## src/rtl/dma_seq_pkg.sv

```systemverilog
package dma_seq_pkg;

    typedef enum logic [2:0] {
        S_IDLE,
        S_RD_ST,
        S_RD_WT,
        S_WR_ST,
        S_WR_WT
    } seq_state_t;

    typedef struct packed {
        logic run;
        logic burst;
        logic dual;
        logic ack_last;
    } chan_cfg_t;

    function automatic logic is_strobe(seq_state_t s);
        return (s == S_RD_ST) || (s == S_WR_ST);
    endfunction

    function automatic logic is_read(seq_state_t s);
        return (s == S_RD_ST) || (s == S_RD_WT);
    endfunction

endpackage

```

## src/rtl/dma_req_latch.sv

```systemverilog
module dma_req_latch (
    input  logic clk,
    input  logic rst,
    input  logic clr,
    input  logic req,
    input  logic window,
    input  logic take,
    output logic req_now
);
    logic pending;

    assign req_now = pending | (req & window);

    always_ff @(posedge clk) begin
        if (rst || clr)
            pending <= 1'b0;
        else
            pending <= req_now & ~take;
    end


    no_sample_outside_chk: assert property (@(posedge clk) disable iff (rst)
        (!window && !pending) |=> !pending);

endmodule

```

## src/rtl/dma_blk_count.sv

```systemverilog
module dma_blk_count #(
    parameter int W = 8
) (
    input  logic         clk,
    input  logic         rst,
    input  logic         load,
    input  logic [W-1:0] load_val,
    input  logic         dec,
    output logic         last,
    output logic         empty
);
    localparam logic [W-1:0] ONE = W'(1);

    logic [W-1:0] remaining;

    always_ff @(posedge clk) begin
        if (rst)
            remaining <= '0;
        else if (load)
            remaining <= load_val;
        else if (dec && remaining != '0)
            remaining <= remaining - ONE;
    end

    assign last  = (remaining == ONE);
    assign empty = (remaining == '0);


    count_hold_chk: assert property (@(posedge clk) disable iff (rst)
        (!load && !dec) |=> $stable(remaining));

endmodule

```

## src/rtl/dma_bus_fsm.sv

```systemverilog
module dma_bus_fsm
    import dma_seq_pkg::*;
(
    input  logic       clk,
    input  logic       rst,
    input  logic       abort,
    input  logic       go,
    input  logic       dual,
    input  logic       ack,
    output seq_state_t state,
    output logic       xfer_end
);
    seq_state_t nxt;

    always_comb begin
        nxt = state;
        unique case (state)
            S_IDLE:  if (go) nxt = dual ? S_RD_ST : S_WR_ST;
            S_RD_ST: nxt = S_RD_WT;
            S_RD_WT: if (ack) nxt = S_WR_ST;
            S_WR_ST: nxt = S_WR_WT;
            S_WR_WT: if (ack) nxt = S_IDLE;
            default: nxt = S_IDLE;
        endcase
        if (abort) nxt = S_IDLE;
    end

    assign xfer_end = (state == S_WR_WT) && ack && !abort;

    always_ff @(posedge clk) begin
        if (rst) state <= S_IDLE;
        else     state <= nxt;
    end


    strobe_once_chk: assert property (@(posedge clk) disable iff (rst)
        is_strobe(state) |=> !is_strobe(state));


    wait_hold_chk: assert property (@(posedge clk) disable iff (rst)
        (state == S_RD_WT && !ack && !abort) |=> state == S_RD_WT);

endmodule

```

## src/rtl/dma_req_seq.sv

```systemverilog
module dma_req_seq
    import dma_seq_pkg::*;
#(
    parameter int CNT_W = 8
) (
    input  logic             clk,
    input  logic             rst,
    input  logic             cfg_we,
    input  logic             cfg_run,
    input  logic             cfg_burst,
    input  logic             cfg_dual,
    input  logic             cfg_ack_last,
    input  logic [CNT_W-1:0] cfg_count,
    input  logic             req_in,
    input  logic             cyc_ack,
    output logic             cyc_start,
    output logic             cyc_read,
    output logic             owner_dma,
    output logic             mode_dual,
    output logic             ack_out,
    output logic             blk_done
);
    chan_cfg_t  cfg;
    seq_state_t state;
    logic idle, window, go, req_now, xfer_end, last, empty, burst_run;

    always_ff @(posedge clk) begin
        if (rst)
            cfg <= '0;
        else if (cfg_we)
            cfg <= '{run: cfg_run, burst: cfg_burst, dual: cfg_dual, ack_last: cfg_ack_last};
    end

    assign idle   = (state == S_IDLE);
    assign window = (idle & ~burst_run) | (~cfg.burst & (state == S_WR_ST));
    assign go     = idle & cfg.run & ~blk_done & ~empty & ~cfg_we
                  & (burst_run | req_now);

    dma_req_latch u_req (
        .clk    (clk),
        .rst    (rst),
        .clr    (cfg_we),
        .req    (req_in),
        .window (window),
        .take   (go),
        .req_now(req_now)
    );

    dma_blk_count #(.W(CNT_W)) u_cnt (
        .clk     (clk),
        .rst     (rst),
        .load    (cfg_we),
        .load_val(cfg_count),
        .dec     (xfer_end),
        .last    (last),
        .empty   (empty)
    );

    dma_bus_fsm u_fsm (
        .clk     (clk),
        .rst     (rst),
        .abort   (cfg_we),
        .go      (go),
        .dual    (cfg.dual),
        .ack     (cyc_ack),
        .state   (state),
        .xfer_end(xfer_end)
    );

    always_ff @(posedge clk) begin
        if (rst || cfg_we) begin
            burst_run <= 1'b0;
            blk_done  <= 1'b0;
        end else begin
            if (xfer_end && last) begin
                burst_run <= 1'b0;
                blk_done  <= 1'b1;
            end else if (go && cfg.burst) begin
                burst_run <= 1'b1;
            end
        end
    end

    assign owner_dma = ~idle;
    assign mode_dual = ~idle & cfg.dual;
    assign cyc_start = is_strobe(state);
    assign cyc_read  = is_read(state);
    assign ack_out   = ~idle & (~cfg.ack_last | last);


    done_lock_chk: assert property (@(posedge clk) disable iff (rst)
        (blk_done && !cfg_we) |=> !owner_dma);


    done_rise_chk: assert property (@(posedge clk) disable iff (rst)
        $rose(blk_done) |-> $past(cyc_ack));


    tenure_start_chk: assert property (@(posedge clk) disable iff (rst)
        $rose(owner_dma) |-> cyc_start);


    empty_idle_chk: assert property (@(posedge clk) disable iff (rst)
        (empty && idle && !cfg_we) |=> !owner_dma);

endmodule

```

## config.mk

```make
export PLATFORM = sky130hd
export DESIGN_NAME = dma_req_seq
export DESIGN_NICKNAME = d
export VERILOG_FILES = /design/src/rtl/dma_seq_pkg.sv /design/src/rtl/dma_req_latch.sv /design/src/rtl/dma_blk_count.sv /design/src/rtl/dma_bus_fsm.sv /design/src/rtl/dma_req_seq.sv
export SDC_FILE = /design/constraint.sdc
export NUM_CORES = 1
export LEC_CHECK = 0
export BUFFER_PORTS_ARGS = -buffer_cell sky130_fd_sc_hd__buf_2
export CELL_PAD_IN_SITES_DETAIL_PLACEMENT = 1
export CELL_PAD_IN_SITES_GLOBAL_PLACEMENT = 1
export CORE_MARGIN = 8
export CORE_UTILIZATION = 35
export CTS_CLUSTER_SIZE = 16
export DETAILED_ROUTE_END_ITERATION = 16
export PLACE_DENSITY = 0.72
export SLEW_MARGIN = 20
export SYNTH_ARGS = -nofsm -noshare
export SYNTH_HDL_FRONTEND = slang
export SYNTH_SLANG_ARGS = --single-unit
```

## constraint.sdc

```tcl
create_clock -name clk -period 1.7 [get_ports clk]
set_input_delay 0.255 -clock clk [delete_from_list [all_inputs] [get_ports clk]]
set_output_delay 0.255 -clock clk [all_outputs]
set_load 0.02 [all_outputs]
```

==> qor.txt, run 1 <==
Crit Path Category -> flop to primary output
Distinct cells, synth -> 44
die footprint -> 4940 um^2
Starting DRT DRC Count -> 44
count leader, synth -> dfxtp_1
RSZ-0062 raised after global routing -> yes
Rows -> 19
Synth Area per Inst -> 8.90 um^2
Mapped Area -> 1030 um^2
CP Capture Type -> primary output
power per cell area -> 689 nW/um^2
maxcap violations -> 0
top-area cell type share of the netlist area -> 34.9%
status -> finished clean
clock slew at reported path FFs -> 0.11 ns
area grow syn2layout -> 30.3%
Critical Path Source Type -> flop
top post-synthesis cells by area -> dfxtp_1 35%, mux2i_1 6.8%, nor2_1 5.5%
ANT cells -> 0
TritonRoute pass-1 iters -> 2
clk_lat worst skew -> 0.30 ns
Synth area leader -> dfxtp_1
Design Area, Final -> 1350 um^2
P_sw -> 259 uW
nets@finish -> 172
total routed wirelength -> 2.86 mm
post-detailed-route count of antenna-violating nets -> 0
EDFF count, synth -> 0
average routed wire per standard cell -> 15.7 um
Synth async-reset ratio -> 0%
final cycle utilization of the critical path -> 97.8%
Worst slew margin -> 75.1%
Power Total -> 927 uW
cts bufs inserted -> 3
Starting Density -> 37.1%
Worst Tran Pin Value -> 0.371 ns
Final Util -> 48.4%
switch share -> 27.9%
vias in the first global route -> 999
hold buffers post-CTS -> 0
CTS tree -> yes
Pleak -> 0.000563 uW
setup_tns -> 0 ns
PortBufs -> 22
htree depth -> 1
core area -> 2780 um^2
die width -> 70.3 um
dpl ws -> 0.0474 ns
critical path required time -> 1.44 ns
Congestion Overflow GR -> 0
Via Count -> 984
r2r setup slk -> 0.07 ns
total number of yosys warnings -> 0
placed inst area -> 1220 um^2
CTS max path bufs -> 2
syn_nets -> 136
share of total power in the clock network -> 29.4%
Top Ports -> 23
cells after synthesis -> 116
share of cells above drive strength 1 -> 42.4%
internal power -> 668 uW
FMAX -> 602 MHz
post-DP HPWL -> 2.14 mm
post-route clock skew -> 0.00631 ns
initial antenna violation count -> 0
RePlAce Congestion -> 0.823
# DRC -> 0
sequential fraction of design power -> 50.1%
CTS Root Cell -> clkbuf_4
Synth Register Bits -> 18
all-layer global routing usage -> 11.4%
Final Hold Vio Count -> 0
largest net degree at the start of global routing -> 14
Hold Crit Class -> input pin to flop
maximum vdd drop -> 0.398 mV
die height -> 70.3 um
Most used DFF post-synth -> dfxtp_1
Logic pwr share -> 20.5%
Vias/cell -> 5.41
fin. max-slew vios -> 0
clk sink count -> 18
Tmin final -> 1.66 ns
Crit Path Max Fanout -> 5
setup ws final -> 0.0376 ns
Post-synth top cells -> 18 x dfxtp_1, 15 x nor2_1, 7 x mux2i_1
CP arrival -> 1.41 ns
final setup fails -> 0
first-pass GRT wire length -> 4.71 mm
sequential share of the synthesized area -> 34.9%
## what timing repair did
item / in CTS / in global routing
gates resized for setup: 13 / 8
pin swaps: 4 / 3
endpoints found under the hold margin: 0 / 0
setup endpoints to repair: 2 / 9
setup buffers: 3 / 2
cloned: 0 / 0
## cell families (layout without fill, tap and decap cells)
family          after synthesis  after routing  synth area share (%)
compound gates               27             27                  19.2
xor+xnor                      3              3                  2.55
fa+ha+maj                     3              3                  3.64
buf+inv                      12             47                  5.94
flops                        18             18                  34.9
mux                           7              7                  6.79
simple gates                 46             46                  27.0
## state kept, by name (all words and copies together), names as in the netlist
| register | cells |
|---|---|
| cfg | 4 |
| u_cnt.remaining | 8 |
| blk_done | 1 |
| u_fsm.state | 3 |
| burst_run | 1 |
| u_req.pending | 1 |
## power groups by stage
stage,sequential [uW],clock [uW],combinational [uW]
detailed placement,473,0,160
global route,466,301,210
CTS,463,281,184
floorplan,468,0,101
finish,464,273,190
global placement,473,0,153
## area by class of cell
type	count	area, um^2
clock buffers	4	36.3
repair buffers	37	225
inverters	6	22.5
flip-flops and latches	18	372
multi-input cells	86	651
fillers	336	1440
well taps	31	38.8
## routing by layer
metal	track usage [%]	routed length (um)	vias to the layer above
met5	0	0	-
met3	2.54	97	2
met2	18.5	1380	15
li1	-	-	490
met4	5.13	42	0
met1	13.9	1340	477
## stage by stage
step | std cells | hold WS (ns)
floorplan | 116 | 0.334
global placement | 173 | 0.486
detailed placement | 173 | 0.501
CTS | 180 | 0.191
global route | 182 | 0.199
finish | 182 | 0.193
## final timing paths
kind / from / endpoint / cells past startpoint
max: u_cnt.remaining[5]$_SDFFE_PP0P_ / ack_out / 5
min reg2reg: cfg[0]$_SDFFE_PP0P_ / cfg[0]$_SDFFE_PP0P_ / 2
min: cfg_ack_last / cfg[0]$_SDFFE_PP0P_ / 3
max reg2reg: u_fsm.state[1]$_SDFFE_PP0P_ / u_cnt.remaining[7]$_SDFFE_PP0P_ / 4
## layout by cell type, fill, tap and decap left out, types with 2 or more instances in the layout
master,synthesis,layout
a211oi_1,4,3
a21oi_1,5,4
a31oi_1,4,4
buf_2,1,21
buf_4,0,16
clkbuf_4,0,3
dfxtp_1,18,11
dfxtp_2,0,6
inv_1,6,4
inv_2,0,2
mux2i_1,7,7
nand2_1,6,6
nand3b_1,2,2
nor2_1,15,15
nor2b_1,3,3
nor3_1,2,2
o21ai_0,2,2
o22ai_1,2,2
or3_1,2,2
xnor2_1,3,3
## critical path: stages (launching register included)
cell and delay [ns]:
dfxtp_2 0.36, nor4_2 0.24, buf_4 0.15, nand3_2 0.07, a21boi_1 0.13, buf_4 0.16
Power figures use the tool's default switching activity.
==> run 2: changes to the inputs <==
--- a/config.mk
+++ b/config.mk
@@ -5,13 +5,13 @@
 export SDC_FILE = /design/constraint.sdc
 export NUM_CORES = 1
 export LEC_CHECK = 0
-export BUFFER_PORTS_ARGS = -buffer_cell sky130_fd_sc_hd__buf_2
 export CELL_PAD_IN_SITES_DETAIL_PLACEMENT = 1
 export CELL_PAD_IN_SITES_GLOBAL_PLACEMENT = 1
 export CORE_MARGIN = 8
-export CORE_UTILIZATION = 35
+export CORE_UTILIZATION = 41
 export CTS_CLUSTER_SIZE = 16
 export DETAILED_ROUTE_END_ITERATION = 16
+export DONT_BUFFER_PORTS = 1
 export PLACE_DENSITY = 0.72
 export SLEW_MARGIN = 20
 export SYNTH_ARGS = -nofsm -noshare
==> run 2 against run 1 <==
Against the previous run:
- the flow now finishes with violations (negative setup slack)
- sequential cell count is the same
- sequential power is essentially flat
- combinational power shrank 8%
- critical path type unchanged
- clock skew grew 0.0017 ns
- highest routed layer unchanged
- global-route usage grew 2.3 points
- fmax shrank 4.2%
- critical path depth shrank 1
- first-iteration DRC count shrank 45%
==> qor.txt, run 2 (same netlist as run 1, synthesis figures left out) <==
die footprint -> 4380 um^2 (-11%)
switch share -> 27.3% (-0.68 points)
vias in the first global route -> 954 (-4.5%)
setup_tns -> -0.0347 ns (-0.0347 ns)
Top Ports -> 23 (unchanged)
CTS tree -> yes
Top reg by flops -> u_cnt.remaining
Crit Path Category -> flop to primary output
Largest register FFs -> 8 (unchanged)
post-detailed-route count of antenna-violating nets -> 0 (unchanged)
cts bufs inserted -> 3 (unchanged)
placed inst area -> 1120 um^2 (-7.9%)
most used cells in the layout excluding fill and tap cells -> 15 x nor2_1, 14 x buf_4, 10 x dfxtp_1
share of cells above drive strength 1 -> 35.9% (-6.5 points)
Pleak -> 0.000481 uW (-15%)
Vias/cell -> 5.71 (+5.6%)
PortBufs -> 0 (-100%)
status -> finished, violations left
RSZ-0062 raised after global routing -> yes
CTS max path bufs -> 2 (unchanged)
maximum vdd drop -> 0.444 mV (+12%)
failing checks -> negative setup slack
TritonRoute pass-1 iters -> 4 (+2)
power per cell area -> 697 nW/um^2 (+1.2%)
htree depth -> 1 (unchanged)
CP Capture Type -> primary output
worst r2r src -> u_fsm.state[0]$_SDFFE_PP0P_
Starting Density -> 42.4% (+5.3 points)
setup ws final -> -0.0347 ns (-0.0723 ns)
Crit Path Max Fanout -> 4 (-1)
total routed wirelength -> 2.95 mm (+3.1%)
Starting DRT DRC Count -> 24 (-45%)
Hold Crit Class -> input pin to flop
Critical Path Source Type -> flop
FMAX -> 576 MHz (-4.2%)
ANT cells -> 0 (unchanged)
Congestion Overflow GR -> 0 (unchanged)
sequential fraction of design power -> 51.5% (+1.4 points)
clock slew at reported path FFs -> 0.11 ns (about the same)
average routed wire per standard cell -> 18.3 um (+17%)
nets@finish -> 152 (-12%)
Logic pwr share -> 19.3% (-1.2 points)
post-DP HPWL -> 2.05 mm (-4.3%)
largest net degree at the start of global routing -> 14 (unchanged)
CP arrival -> 1.48 ns (+0.07 ns)
crit-path cells -> or3_4 -> buf_6 -> a21boi_4 -> buf_6
fin. max-slew vios -> 0 (unchanged)
share of total power in the clock network -> 29.2% (-0.2 points)
critical path required time -> 1.44 ns (about the same)
slowest stage delay, CP -> 0.40 ns (+0.04 ns)
Final Hold Vio Count -> 0 (unchanged)
CTS Root Cell -> clkbuf_4
final setup fails -> 1 (+1)
Design Area, Final -> 1300 um^2 (-3.5%)
clk_lat worst skew -> 0.30 ns (about the same)
hold path start -> cfg_we
Via Count -> 919 (-6.6%)
die height -> 66.2 um (-5.9%)
Setup crit start -> u_fsm.state[0]$_SDFFE_PP0P_
slowest cell on the critical path -> or3_4
die width -> 66.2 um (-5.9%)
first-pass GRT wire length -> 4.73 mm (+0.45%)
CP dominant cell by count -> buf_6
P_sw -> 247 uW (-4.7%)
commonest non-fill, non-tap cell in the layout -> nor2_1
maxcap violations -> 0 (unchanged)
area grow syn2layout -> 25.7%
Tmin final -> 1.73 ns (+0.0723 ns)
core area -> 2430 um^2 (-13%)
Worst slew margin -> 67.5% (-7.5 points)
Worst Tran Pin Value -> 0.486 ns (+0.115 ns)
RePlAce Congestion -> 0.854 (+3.8%)
internal power -> 658 uW (-1.5%)
Rows -> 18 (-1)
final cycle utilization of the critical path -> 102% (+4.3 points)
post-route clock skew -> 0.00802 ns (+0.00172 ns)
Top Registers -> u_cnt.remaining x8, cfg x4, u_fsm.state x3
clk sink count -> 18 (unchanged)
initial antenna violation count -> 0 (unchanged)
# DRC -> 0 (unchanged)
Filler Cell Count -> 284 (-15%)
Power Total -> 905 uW (-2.4%)
all-layer global routing usage -> 13.7% (+2.3 points)
run 2: cell types whose count changed in the layout (fill, tap and decap cells not counted), sizes merged:
cell         change
buf             -21
dlygate4sd3      +1
run 2: path summary, 6_finish.rpt:
| check | endpoint | slack, ns | cells past startpoint |
|---|---|---|---|
| hold reg to reg | cfg[3]$_SDFFE_PP0P_ | 0.52 | 2 |
| hold / removal | u_cnt.remaining[2]$_SDFFE_PP0P_ | 0.06 | 1 |
| setup reg to reg | u_cnt.remaining[7]$_SDFFE_PP0P_ | 0.03 | 4 |
| setup / recovery | ack_out | -0.03 | 4 |
run 2: what timing repair did:
action / CTS / global route
endpoints found under the hold margin: 0 / 11
hold buffers: 0 / 1
setup buffers: 3 / 1
pin swaps: 2 / 7
gates cloned: 0 / 0
resized for setup: 12 / 19
endpoints found under the setup margin: 3 / 8
run 2: worst max-delay path: cells and delay by family, from the launching register on:
kind,cells,cell delay [ns]
flip-flops,1,0.37
AO/OA/AOI/OAI,1,0.14
buffers and inverters,2,0.28
AND/OR/NAND/NOR,1,0.40
run 2: cell type report:
| class | count | area [um^2] | area share [%] |
|---|---|---|---|
| Clock buffer | 4 | 36.3 | 2.80 |
| Tap cell | 30 | 37.5 | 2.89 |
| Inverter | 6 | 27.5 | 2.12 |
| Sequential cell | 18 | 375 | 28.9 |
| Multi-Input combinational cell | 86 | 683 | 52.7 |
| Timing Repair Buffer | 17 | 138 | 10.6 |
run 2: power groups by stage:
stage | clock (uW) | combinational [uW] | sequential, uW
final | 265 | 174 | 466
after global routing | 304 | 191 | 469
after CTS | 280 | 146 | 462
after detailed placement | 0 | 129 | 473
after global placement | 0 | 124 | 472
after floorplan | 0 | 101 | 468
run 2: through the flow:
step,utilization (%),worst slack (ns),cells,hold WS (ns)
global placement,46.1,0.105,152,0.329
floorplan,-,0.00885,116,0.334
detailed placement,46.1,0.0390,152,0.334
global route,53.3,-0.0861,161,0.0266
CTS,49.6,-0.0471,159,0.000782
finish,53.3,-0.0347,161,0.0567
run 2: metal layers:
layer / part of all wire (%) / wire length, um / vias up / global-route usage [%]
met4: 0.51 / 15 / 0 / 4.00
li1: - / - / 454 / -
met5: 0 / 0 / - / 0
met2: 51 / 1490 / 23 / 20.6
met3: 5.4 / 159 / 2 / 5.42
met1: 44 / 1280 / 440 / 17.6
==> run 3: changes to the inputs <==
--- a/config.mk
+++ b/config.mk
@@ -5,14 +5,15 @@
 export SDC_FILE = /design/constraint.sdc
 export NUM_CORES = 1
 export LEC_CHECK = 0
+export ABC_AREA = 1
 export CELL_PAD_IN_SITES_DETAIL_PLACEMENT = 1
 export CELL_PAD_IN_SITES_GLOBAL_PLACEMENT = 1
 export CORE_MARGIN = 8
-export CORE_UTILIZATION = 41
+export CORE_UTILIZATION = 38
 export CTS_CLUSTER_SIZE = 16
 export DETAILED_ROUTE_END_ITERATION = 16
 export DONT_BUFFER_PORTS = 1
-export PLACE_DENSITY = 0.72
+export PLACE_DENSITY = 0.71
 export SLEW_MARGIN = 20
 export SYNTH_ARGS = -nofsm -noshare
 export SYNTH_HDL_FRONTEND = slang
==> run 3 against run 2 <==
Against the previous run:
- the run now ends clean
- clock skew shrank 0.0040 ns
- sequential cell count is the same
- register-to-register slack gained 0.15 ns
- synthesized cell count grew 26%
- sequential share of layout area grew 3.0 points
- cell area shrank 13%
- fmax grew 8.3%
- clock power is essentially flat
- die area grew 4.4%
- setup slack gained 0.13 ns
- critical path depth grew 1
==> qor.txt, run 3 <==
total routed wirelength -> 2.73 mm (-7.6%)
Design Area, Final -> 1130 um^2 (-13%)
Rows -> 18 (unchanged)
ANT cells -> 0 (unchanged)
Largest register FFs -> 8 (unchanged)
Starting Density -> 40.5% (-1.9 points)
count leader, synth -> nand2_1
Synth area leader -> dfxtp_1
CP arrival -> 1.35 ns (-0.13 ns)
htree depth -> 1 (unchanged)
sequential share of the synthesized area -> 35.6% (+0.69 points)
CTS Root Cell -> clkbuf_4
share of cells above drive strength 1 -> 19.6% (-16 points)
maxcap violations -> 0 (unchanged)
vias in the first global route -> 976 (+2.3%)
core area -> 2500 um^2 (+2.8%)
clk_lat worst skew -> 0.29 ns (about the same)
Synth Register Bits -> 18 (unchanged)
setup_tns -> 0 ns (+0.0347 ns)
hold path start -> rst
most used cells in the layout excluding fill and tap cells -> 29 x nand2_1, 21 x nor2_1, 17 x dfxtp_1
Critical Path Source Type -> flop
TritonRoute pass-1 iters -> 3 (-1)
Starting DRT DRC Count -> 10 (-58%)
status -> finished clean
Crit Path Max Fanout -> 4 (unchanged)
maximum vdd drop -> 0.325 mV (-27%)
commonest non-fill, non-tap cell in the layout -> nand2_1
syn_nets -> 166 (+22%)
Top Registers -> u_cnt.remaining x8, cfg x4, u_fsm.state x3
CTS tree -> yes
# DRC -> 0 (unchanged)
initial antenna violation count -> 0 (unchanged)
area grow syn2layout -> 11.7%
final setup fails -> 0 (-1)
Congestion Overflow GR -> 0 (unchanged)
total number of yosys warnings -> 0 (unchanged)
Filler Cell Count -> 330 (+16%)
cells after synthesis -> 146 (+26%)
Mapped Area -> 1010 um^2 (-1.9%)
PortBufs -> 0 (unchanged)
CP Capture Type -> primary output
average routed wire per standard cell -> 14.9 um (-19%)
Top Ports -> 23 (unchanged)
Hold Crit Class -> input pin to flop
Worst slew margin -> 74.1% (+6.6 points)
Synth Area per Inst -> 6.93 um^2 (-22%)
nets@finish -> 174 (+14%)
Pleak -> 0.000495 uW (+2.8%)
final cycle utilization of the critical path -> 94.2% (-7.8 points)
Via Count -> 930 (+1.2%)
all-layer global routing usage -> 12.6% (-1.2 points)
die footprint -> 4570 um^2 (+4.4%)
Post-synth top cells -> 29 x nand2_1, 22 x nor2_1, 18 x dfxtp_1
top-area cell type share of the netlist area -> 35.6% (+0.69 points)
Top reg by flops -> u_cnt.remaining
die height -> 67.6 um (+2.2%)
fin. max-slew vios -> 0 (unchanged)
Distinct cells, synth -> 30 (-32%)
first-pass GRT wire length -> 4.42 mm (-6.6%)
FMAX -> 624 MHz (+8.3%)
Synth async-reset ratio -> 0% (unchanged)
worst hold path depth -> 1 (unchanged)
worst r2r src -> u_fsm.state[0]$_SDFFE_PP0P_
post-route clock skew -> 0.00404 ns (-0.00398 ns)
RePlAce Congestion -> 0.835 (-2.3%)
WHS -> 0.0190 ns (-0.0377 ns)
EDFF count, synth -> 0 (unchanged)
R2R cell count -> 7 (+3)
clock slew at reported path FFs -> 0.10 ns (about the same)
largest net degree at the start of global routing -> 12 (-2)
top post-synthesis cells by area -> dfxtp_1 36%, nand2_1 11%, nor2_1 8.2%
Most used DFF post-synth -> dfxtp_1
Crit Path Category -> flop to primary output
post-DP HPWL -> 2.18 mm (+6.4%)
Final Hold Vio Count -> 0 (unchanged)
die width -> 67.6 um (+2.2%)
placed inst area -> 1060 um^2 (-5.8%)
placed insts -> 176 (+16%)
Worst Tran Pin Value -> 0.387 ns (-0.0986 ns)
post-detailed-route count of antenna-violating nets -> 0 (unchanged)
Tmin final -> 1.60 ns (-0.133 ns)
Setup crit start -> u_cnt.remaining[1]$_SDFFE_PP0P_
cts bufs inserted -> 3 (unchanged)
Vias/cell -> 5.08 (-11%)
critical path required time -> 1.44 ns (about the same)
power per cell area -> 774 nW/um^2 (+11%)
clk sink count -> 18 (unchanged)
CTS max path bufs -> 2 (unchanged)
final std cells w/o fill -> 183 (+14%)
-- run 3: logic make-up after synthesis --
family | synth area share [%]
flops | 35.6
buf+inv | 8.65
fa+ha+maj | 3.71
compound gates | 16.9
simple gates | 31.6
xor+xnor | 3.46
-- run 3: repair_timing --
action | 4_1_cts | 5_1_grt
gates resized for setup | 0 | 6
hold buffers | 1 | 0
endpoints found under the setup margin | 0 | 1
buffers inserted | 0 | 2
endpoints found under the hold margin | 1 | 0
-- run 3: per-stage QoR --
step | total power, uW | worst slack (ns) | utilization [%]
2_1_floorplan | 578 | 0.433 | -
3_3_place_gp | 602 | 0.312 | 42.2
3_5_place_dp | 609 | 0.225 | 42.2
4_1_cts | 883 | 0.0412 | 44.1
5_1_grt | 922 | -0.0109 | 45.2
6_report | 875 | 0.0984 | 45.2
-- run 3: path summary, 6_finish.rpt --
path	endpoint	slack (ns)
setup / recovery	ack_out	0.1
hold reg to reg	u_req.pending$_SDFF_PP0_	0.49
setup reg to reg	u_fsm.state[1]$_SDFFE_PP0P_	0.18
hold / removal	cfg[3]$_SDFFE_PP0P_	0.02
-- run 3: critical path, stage by stage, from the launching register on --
cell	delay, ns
dfxtp_2	0.34
inv_2	0.07
ha_2	0.18
nand4_1	0.14
a21oi_2	0.19
buf_6	0.14
-- run 3: metal layers --
| metal | vias to the layer above | track usage [%] | share of wire [%] |
|---|---|---|---|
| met4 | 0 | 5.22 | 2.0 |
| met3 | 4 | 2.98 | 4.2 |
| met5 | - | 0 | 0 |
| met1 | 433 | 13.3 | 41 |
| li1 | 480 | - | - |
| met2 | 13 | 23.2 | 52 |
-- run 3: final cells by class --
cell class	instances	area, um^2	share of cell area (%)
clock buffer	4	36.3	3.21
sequential	18	362	32.0
tap	30	37.5	3.32
timing repair buffer	5	43.8	3.87
inverter	21	78.8	6.97
multi-input combinational	105	573	50.7
-- run 3: power by group --
group,switching [uW],internal (uW),leakage (uW)
sequential,18.9,443,0.000148
combinational,90.4,57.7,0.000326
clock,135,130,0.0000210
